<file path="src/rtl/fpx_vec_pkg.sv">
package fpx_vec_pkg;
  typedef enum logic [1:0] {
    CAUSE_NONE  = 2'd0,
    CAUSE_SNAN  = 2'd1,
    CAUSE_OPERR = 2'd2
  } cause_e;
endpackage

</file>
<file path="src/rtl/fpx_opclass_decode.sv">
module fpx_opclass_decode #(
  parameter int OPC_W = 3
) (
  input  logic [OPC_W-1:0] opclass,
  output logic             legal,
  output logic             pre
);
  localparam int NLEGAL = 3;
  localparam logic [OPC_W-1:0] LEGAL_SET [NLEGAL] = '{OPC_W'(0), OPC_W'(2), OPC_W'(3)};
  localparam logic [OPC_W-1:0] POST_OPC = OPC_W'(3);

  logic [NLEGAL-1:0] hit;

  generate
    for (genvar g = 0; g < NLEGAL; g++) begin : g_match
      assign hit[g] = (opclass == LEGAL_SET[g]);
    end
  endgenerate

  always_comb begin
    legal = |hit;
    pre   = legal && (opclass != POST_OPC);
  end
endmodule

</file>
<file path="src/rtl/fpx_cause_pick.sv">
module fpx_cause_pick
  import fpx_vec_pkg::*;
(
  input  logic   snan,
  input  logic   operr,
  input  logic   en_snan,
  input  logic   en_operr,
  output cause_e cause,
  output logic   masked_any
);
  always_comb begin
    if (snan && en_snan)        cause = CAUSE_SNAN;
    else if (operr && en_operr) cause = CAUSE_OPERR;
    else                        cause = CAUSE_NONE;
    masked_any = (snan && !en_snan) || (operr && !en_operr);
  end
endmodule

</file>
<file path="src/rtl/fpx_vec_classify.sv">
module fpx_vec_classify
  import fpx_vec_pkg::*;
#(
  parameter int OPC_W     = 3,
  parameter int VEC_W     = 8,
  parameter int SNAN_VEC  = 54,
  parameter int OPERR_VEC = 52
) (
  input  logic             clk,
  input  logic             rst,
  input  logic             in_valid,
  input  logic [OPC_W-1:0] in_opclass,
  input  logic             in_snan,
  input  logic             in_operr,
  input  logic             en_snan,
  input  logic             en_operr,
  output logic             exc_req,
  output logic [VEC_W-1:0] exc_vector,
  output logic             exc_pre,
  output logic             dflt_used
);
  localparam logic [VEC_W-1:0] V_SNAN  = VEC_W'(SNAN_VEC);
  localparam logic [VEC_W-1:0] V_OPERR = VEC_W'(OPERR_VEC);

  logic   opc_legal, opc_pre, masked_any, live;
  cause_e cause;

  fpx_opclass_decode #(.OPC_W(OPC_W)) u_dec (
    .opclass (in_opclass),
    .legal   (opc_legal),
    .pre     (opc_pre)
  );

  fpx_cause_pick u_pick (
    .snan       (in_snan),
    .operr      (in_operr),
    .en_snan    (en_snan),
    .en_operr   (en_operr),
    .cause      (cause),
    .masked_any (masked_any)
  );

  assign live = in_valid && opc_legal;

  always_ff @(posedge clk) begin
    if (rst) begin
      exc_req    <= 1'b0;
      exc_vector <= '0;
      exc_pre    <= 1'b0;
      dflt_used  <= 1'b0;
    end else begin
      exc_req    <= live && (cause != CAUSE_NONE);
      exc_pre    <= live && (cause != CAUSE_NONE) && opc_pre;
      dflt_used  <= live && masked_any;
      if (!live)                   exc_vector <= '0;
      else if (cause == CAUSE_SNAN)  exc_vector <= V_SNAN;
      else if (cause == CAUSE_OPERR) exc_vector <= V_OPERR;
      else                           exc_vector <= '0;
    end
  end
endmodule

</file>
<file path="config.mk">
export PLATFORM = sky130hd
export DESIGN_NAME = fpx_vec_classify
export DESIGN_NICKNAME = d
export VERILOG_FILES = /design/src/rtl/fpx_vec_pkg.sv /design/src/rtl/fpx_opclass_decode.sv /design/src/rtl/fpx_cause_pick.sv /design/src/rtl/fpx_vec_classify.sv
export SDC_FILE = /design/constraint.sdc
export NUM_CORES = 1
export LEC_CHECK = 0
export ABC_AREA = 0
export BUFFER_PORTS_ARGS = -buffer_cell sky130_fd_sc_hd__buf_2
export CAP_MARGIN = 20
export CELL_PAD_IN_SITES_DETAIL_PLACEMENT = 2
export CELL_PAD_IN_SITES_GLOBAL_PLACEMENT = 2
export CORE_MARGIN = 4
export CORE_UTILIZATION = 15
export DETAILED_ROUTE_END_ITERATION = 16
export PLACE_DENSITY = 0.81
export SYNTH_ARGS = -nofsm -noshare
export SYNTH_HDL_FRONTEND = slang
export SYNTH_SLANG_ARGS = --single-unit
</file>
<file path="constraint.sdc">
create_clock -name clk -period 1 [get_ports clk]
set_input_delay 0.1 -clock clk [delete_from_list [all_inputs] [get_ports clk]]
set_output_delay 0.1 -clock clk [all_outputs]
set_load 0.005 [all_outputs]
</file>
==> impl_metrics.csv, run 1 <==
group,metric,value,unit
die,die_w,46.10,microns
cts,cts.sinks,5,
power,switching_share,0.2111,
global_routing,grt_pass1_wl,834,microns
setup_path,cp_num_cells,1,
layout,nNetsFinal,51,
layout,regArea,100.1,sq um
cts,clk_path_buf_depth,2,
synthesis,ys_types,10,
cts,cts_made_buffers,3,
setup_path,path_max_fanout,3,
synthesis,syn_area_per_cell,9.466,sq um
setup_path,crit_path_end_kind,"output pin",
job,cap_viol_max_count,0,
setup_path,cp.arrival,690,ps
setup_path,cp_slowest_cell,"dfxtp_1",
cts,post_cts_resized,0,
global_routing,top_usage_layer,"met2",
setup_path,crit_chain,"buf_2",
global_routing,met2_usage,0.09341,
setup_path,critical_path_class,"reg2out",
synthesis,synth_area_leader_cell,"dfxtp_1",
layout,final_common_cell,"buf_2",
power,p_leak,0.1600,nW
die,chipHeight,46.10,microns
synthesis,synth_top_area_frac,0.4598,
timing,min_period,785.8,ps
synthesis,ys_warn_count,0,
route,drtIter0Drc,0,
layout,fillers,169,
timing,final_hold_viol_count,0,
layout,most-common-layout-cells,"buf_2 (16), dfxtp_1 (5), nor3_1 (4), conb_1 (4), clkbuf_4 (3)",
die,core_area,0.001334,sq mm
synthesis,ys_top_cells_by_area,"dfxtp_1 (46%), buf_4 (21%), nor3_1 (9.2%)",
setup_path,path_delay_family,"flip-flops",
synthesis,syn_area,217.7,sq um
global_routing,use_met3,0,
cts,post_cts_buffers,0,
route,post_drt_via_cell_ratio,3.782,
placed_design,place_area,282.8,sq um
setup_path,crit_path_end,"exc_vector[4]",
synthesis,yosys_register_bits,5,
global_routing,grt_max_degree,6,
die,rows,13,
layout,multi_input_area,83.83,sq um
setup_path,path_buf_inv,1,
global_routing,grt_pass1_vias,217,
layout,final_layout_size_suffix_gt1_frac,0.5000,
power,p_seq_frac,0.427,
timing,period_share,0.7858,
cts,cts_tree,"yes",
route,routed_wirelength,535,microns
timing,fmax,1273,MHz
route,post_drt_wl_per_cell,9.727,microns
die,top_level_ports,21,
synthesis,synthCells,23,
global_routing,overflow,0,
cts,clkTransAtPathRegs,40,ps
cts,hold_buffers,0,
global_routing,grt_util_all_layers,0.05710,
placed_design,port_buffers,16,
setup_path,required,900,ps
route,first_pass_iters,1,
setup_path,startpoint,"exc_vector[4]",
power,powerDensity,1558,mW/mm^2
status,status,"completed",
power,power_frac_clock,0.473,
layout,n_antenna_cell,0,
timing,grt_setup_unrepaired,"false",
setup_path,cp-start-kind,"flop",
power,max-vdd-ir-drop,0.2077,mV
min_path,min_from,"in_opclass[0]",
synthesis,seq_area_frac_synth,0.4598,
global_routing,antenna_found_initial,0,
power,internal-power,379.9,uW
layout,area_growth,41.95,%
global_routing,grtUsageMet1,0.06047,
power,comb_power_share,0.101,
setup_path,cp_slowest_stage_delay,330,ps
timing,setup_viol,0,
power,power_switching,101.7,uW
timing,slew_violations,0,
timing,finalSetupTns,0,ps
layout,design_area,309.0,sq um
min_path,hold_path_class,"in2reg",
cts,h-tree-depth,1,
route,route.detailed.drc,0,
die,die_area,0.002125,sq mm
placed_design,gp_congestion,0.5839,
die,start_util,0.1632,
route,ant_nets,0,
cts,root_buffer,"clkbuf_4",
route,vias,208,
## power by group through the flow
stage                     Sequential [mW]  Clock [mW]  Combinational (mW)
after global placement              0.209           0              0.0476
after global routing                0.206       0.249              0.0564
after detailed placement            0.209           0              0.0492
after CTS                           0.206       0.239              0.0491
final                               0.206       0.228              0.0485
after floorplan                     0.210           0              0.0336
## area by class of cell
type / instances / area share
well taps: 15 / 0.06073
multi-input cells: 15 / 0.2713
flip-flops and latches: 5 / 0.3239
clock buffers: 4 / 0.08502
repair buffers: 16 / 0.2591
## through the flow
stage | total power [mW] | cells | utilization | hold slack [ps] | setup slack, ps
finish | 0.4816 | 55 | 0.2317 | 37.80 | 214.2
global placement | 0.2565 | 51 | 0.2120 | 285.4 | 120.2
detailed placement | 0.2583 | 51 | 0.2120 | 286.9 | 77.81
CTS | 0.4939 | 55 | 0.2317 | 32.04 | 195.7
global route | 0.5114 | 55 | 0.2317 | 51.57 | 168.2
floorplan | 0.2433 | 26 | - | 179.0 | 271.3
## synthesized netlist by cell type
cell type,n
buf_4,6
dfxtp_1,5
nor3_1,4
nand2b_1,2
a211oi_1,1
a22oi_1,1
conb_1,1
nand2_1,1
nor2b_1,1
or3b_4,1
## state kept, by name (all words and copies together) (netlist names)
register,count
exc_vector,2
dflt_used,1
exc_pre,1
exc_req,1
## layer usage
layer,up-vias,part of all wire,wire (microns)
li1,101,-,-
met1,96,0.35,188
met4,0,0,0
met5,-,0,0
met3,0,0.10,55
met2,11,0.54,290
## how the worst min path moves through the flow
stage / to / slack, ps / depth (start not counted)
2_1_floorplan: exc_pre / 180 / 1
3_3_place_gp: exc_pre / 290 / 2
3_5_place_dp: exc_pre / 290 / 2
4_1_cts: exc_pre / 30 / 2
5_1_grt: exc_pre / 50 / 2
6_report: exc_pre / 40 / 2
## cells by family (layout without fill, tap and decap cells)
logic type	count (synthesis)	in the layout	synth area share
AND/OR/NAND/NOR	9	9	0.2471
buffers and inverters	6	20	0.2069
flip-flops	5	5	0.4598
AO/OA/AOI/OAI	2	2	0.06899
other	1	4	0.01722
No activity file was read; power rests on OpenSTA's default activity.
==> run 2: changes to the inputs <==
==> constraint.sdc (replaced) <==
create_clock -name clk -period 0.8 [get_ports clk]
set_input_delay 0.08 -clock clk [delete_from_list [all_inputs] [get_ports clk]]
set_output_delay 0.08 -clock clk [all_outputs]
set_load 0.005 [all_outputs]
==> impl_metrics.csv, run 2 (synthesis results as in run 1) <==
group,metric,value,unit
setup_path,cp.arrival,670,ps
placed_design,dp.cells,51,
setup_path,path_buf_inv,1,
placed_design,port_buffers,16,
layout,final_util,0.2326,
placed_design,post-place-ws,-102.2,ps
die,chipHeight,46.10,microns
layout,area_growth,42.53,%
setup_path,cp_slowest_stage_delay,310,ps
route,highest_layer,"met3",
route,post_drt_via_cell_ratio,3.782,
min_path,hold_path_class,"in2reg",
route,dr_wl_met2,290,microns
layout,nNetsFinal,51,
cts,cts_tree,"yes",
cts,cts_made_buffers,3,
route,route.detailed.drc,0,
setup_path,cp_num_cells,1,
global_routing,grt_max_degree,6,
global_routing,grt_pass1_vias,217,
layout,largest_register_ffs,2,
cts,cts.sinks,5,
status,status,"completed",
cts,root_buffer,"clkbuf_4",
die,start_util,0.1632,
placed_design,place_area,282.8,sq um
cts,post_cts_buffers,0,
timing,grt_setup_unrepaired,"false",
die,top_level_ports,21,
die,core_area,0.001334,sq mm
route,post_drt_wl_per_cell,9.727,microns
cts,clk_path_buf_depth,2,
layout,design_area,310.3,sq um
min_path,min_from,"in_opclass[0]",
route,first_pass_iters,1,
min_path,min_to,"exc_pre",
timing,fin_hold_ws,17.80,ps
cts,h-tree-depth,1,
power,powerDensity,1941,mW/mm^2
setup_path,critical_path_class,"reg2out",
die,rows,13,
setup_path,cp-start-kind,"flop",
route,drtIter0Drc,0,
timing,slew_violations,0,
placed_design,gp_congestion,0.5839,
layout,stdcell_count,55,
route,wirelength_met1,188,microns
layout,fillers,169,
setup_path,path_delay_family,"flip-flops",
global_routing,overflow,0,
power,fin_total_pwr,602.3,uW
timing,setup_viol,0,
job,cap_viol_max_count,0,
power,max-vdd-ir-drop,0.2597,mV
layout,regMostFlops,"exc_vector",
cts,post_cts_resized,0,
route,routed_wirelength,535,microns
global_routing,grt_util_all_layers,0.05710,
timing,setup_slack,52.23,ps
timing,final_hold_viol_count,0,
global_routing,grt_pass1_wl,834,microns
layout,final_common_cell,"buf_2",
setup_path,path_max_fanout,3,
route,vias,208,
setup_path,crit_chain,"buf_2",
layout,multi_input_area,83.83,sq um
min_path,hold_depth,2,
timing,fmax,1337,MHz
die,die_area,0.002125,sq mm
power,p_leak,0.1605,nW
layout,n_antenna_cell,0,
route,routed-wl-met3,55,microns
timing,min_period,747.8,ps
die,die_w,46.10,microns
setup_path,crit_path_end_kind,"output pin",
setup_path,required,720,ps
route,ant_nets,0,
cts,hold_buffers,0,
timing,period_share,0.9347,
layout,final_layout_size_suffix_gt1_frac,0.5250,
layout,regArea,101.3,sq um
layout,most-common-layout-cells,"buf_2 (16), nor3_1 (4), conb_1 (4), dfxtp_1 (4), clkbuf_4 (3)",
timing,finalSetupTns,0,ps
cts,clkTransAtPathRegs,40,ps
global_routing,antenna_found_initial,0,
setup_path,cp_slowest_cell,"dfxtp_2",
## run 2: where the power goes
group,internal (mW),total [mW],switching (mW),leakage [nW]
Clock,0.188,0.285,0.0964,0.0150
Combinational,0.0315,0.0606,0.0291,0.105
Sequential,0.255,0.257,0.00163,0.0410
## run 2: how the worst max path moves through the flow
| stage | start | end | slack [ps] |
|---|---|---|---|
| global route | exc_vector[4] | exc_vector[5] | 20 |
| CTS | exc_vector[4] | exc_vector[4] | 20 |
| detailed placement | in_opclass[2] | exc_vector[4] | -100 |
| finish | exc_vector[4] | exc_vector[4] | 50 |
| floorplan | in_opclass[2] | dflt_used | 90 |
| global placement | in_opclass[2] | exc_vector[1] | -60 |
## run 2: layout make-up
type | count | area share
clock buffer | 4 | 0.08468
tap | 15 | 0.06048
sequential | 5 | 0.3266
timing repair buffer | 16 | 0.2581
multi-input combinational | 15 | 0.2702
## run 2: layer usage
| metal | GRT usage | vias to the layer above |
|---|---|---|
| met5 | 0 | - |
| met4 | 0.06818 | 0 |
| met3 | 0 | 0 |
| met2 | 0.09341 | 11 |
| met1 | 0.06047 | 96 |
| li1 | - | 101 |
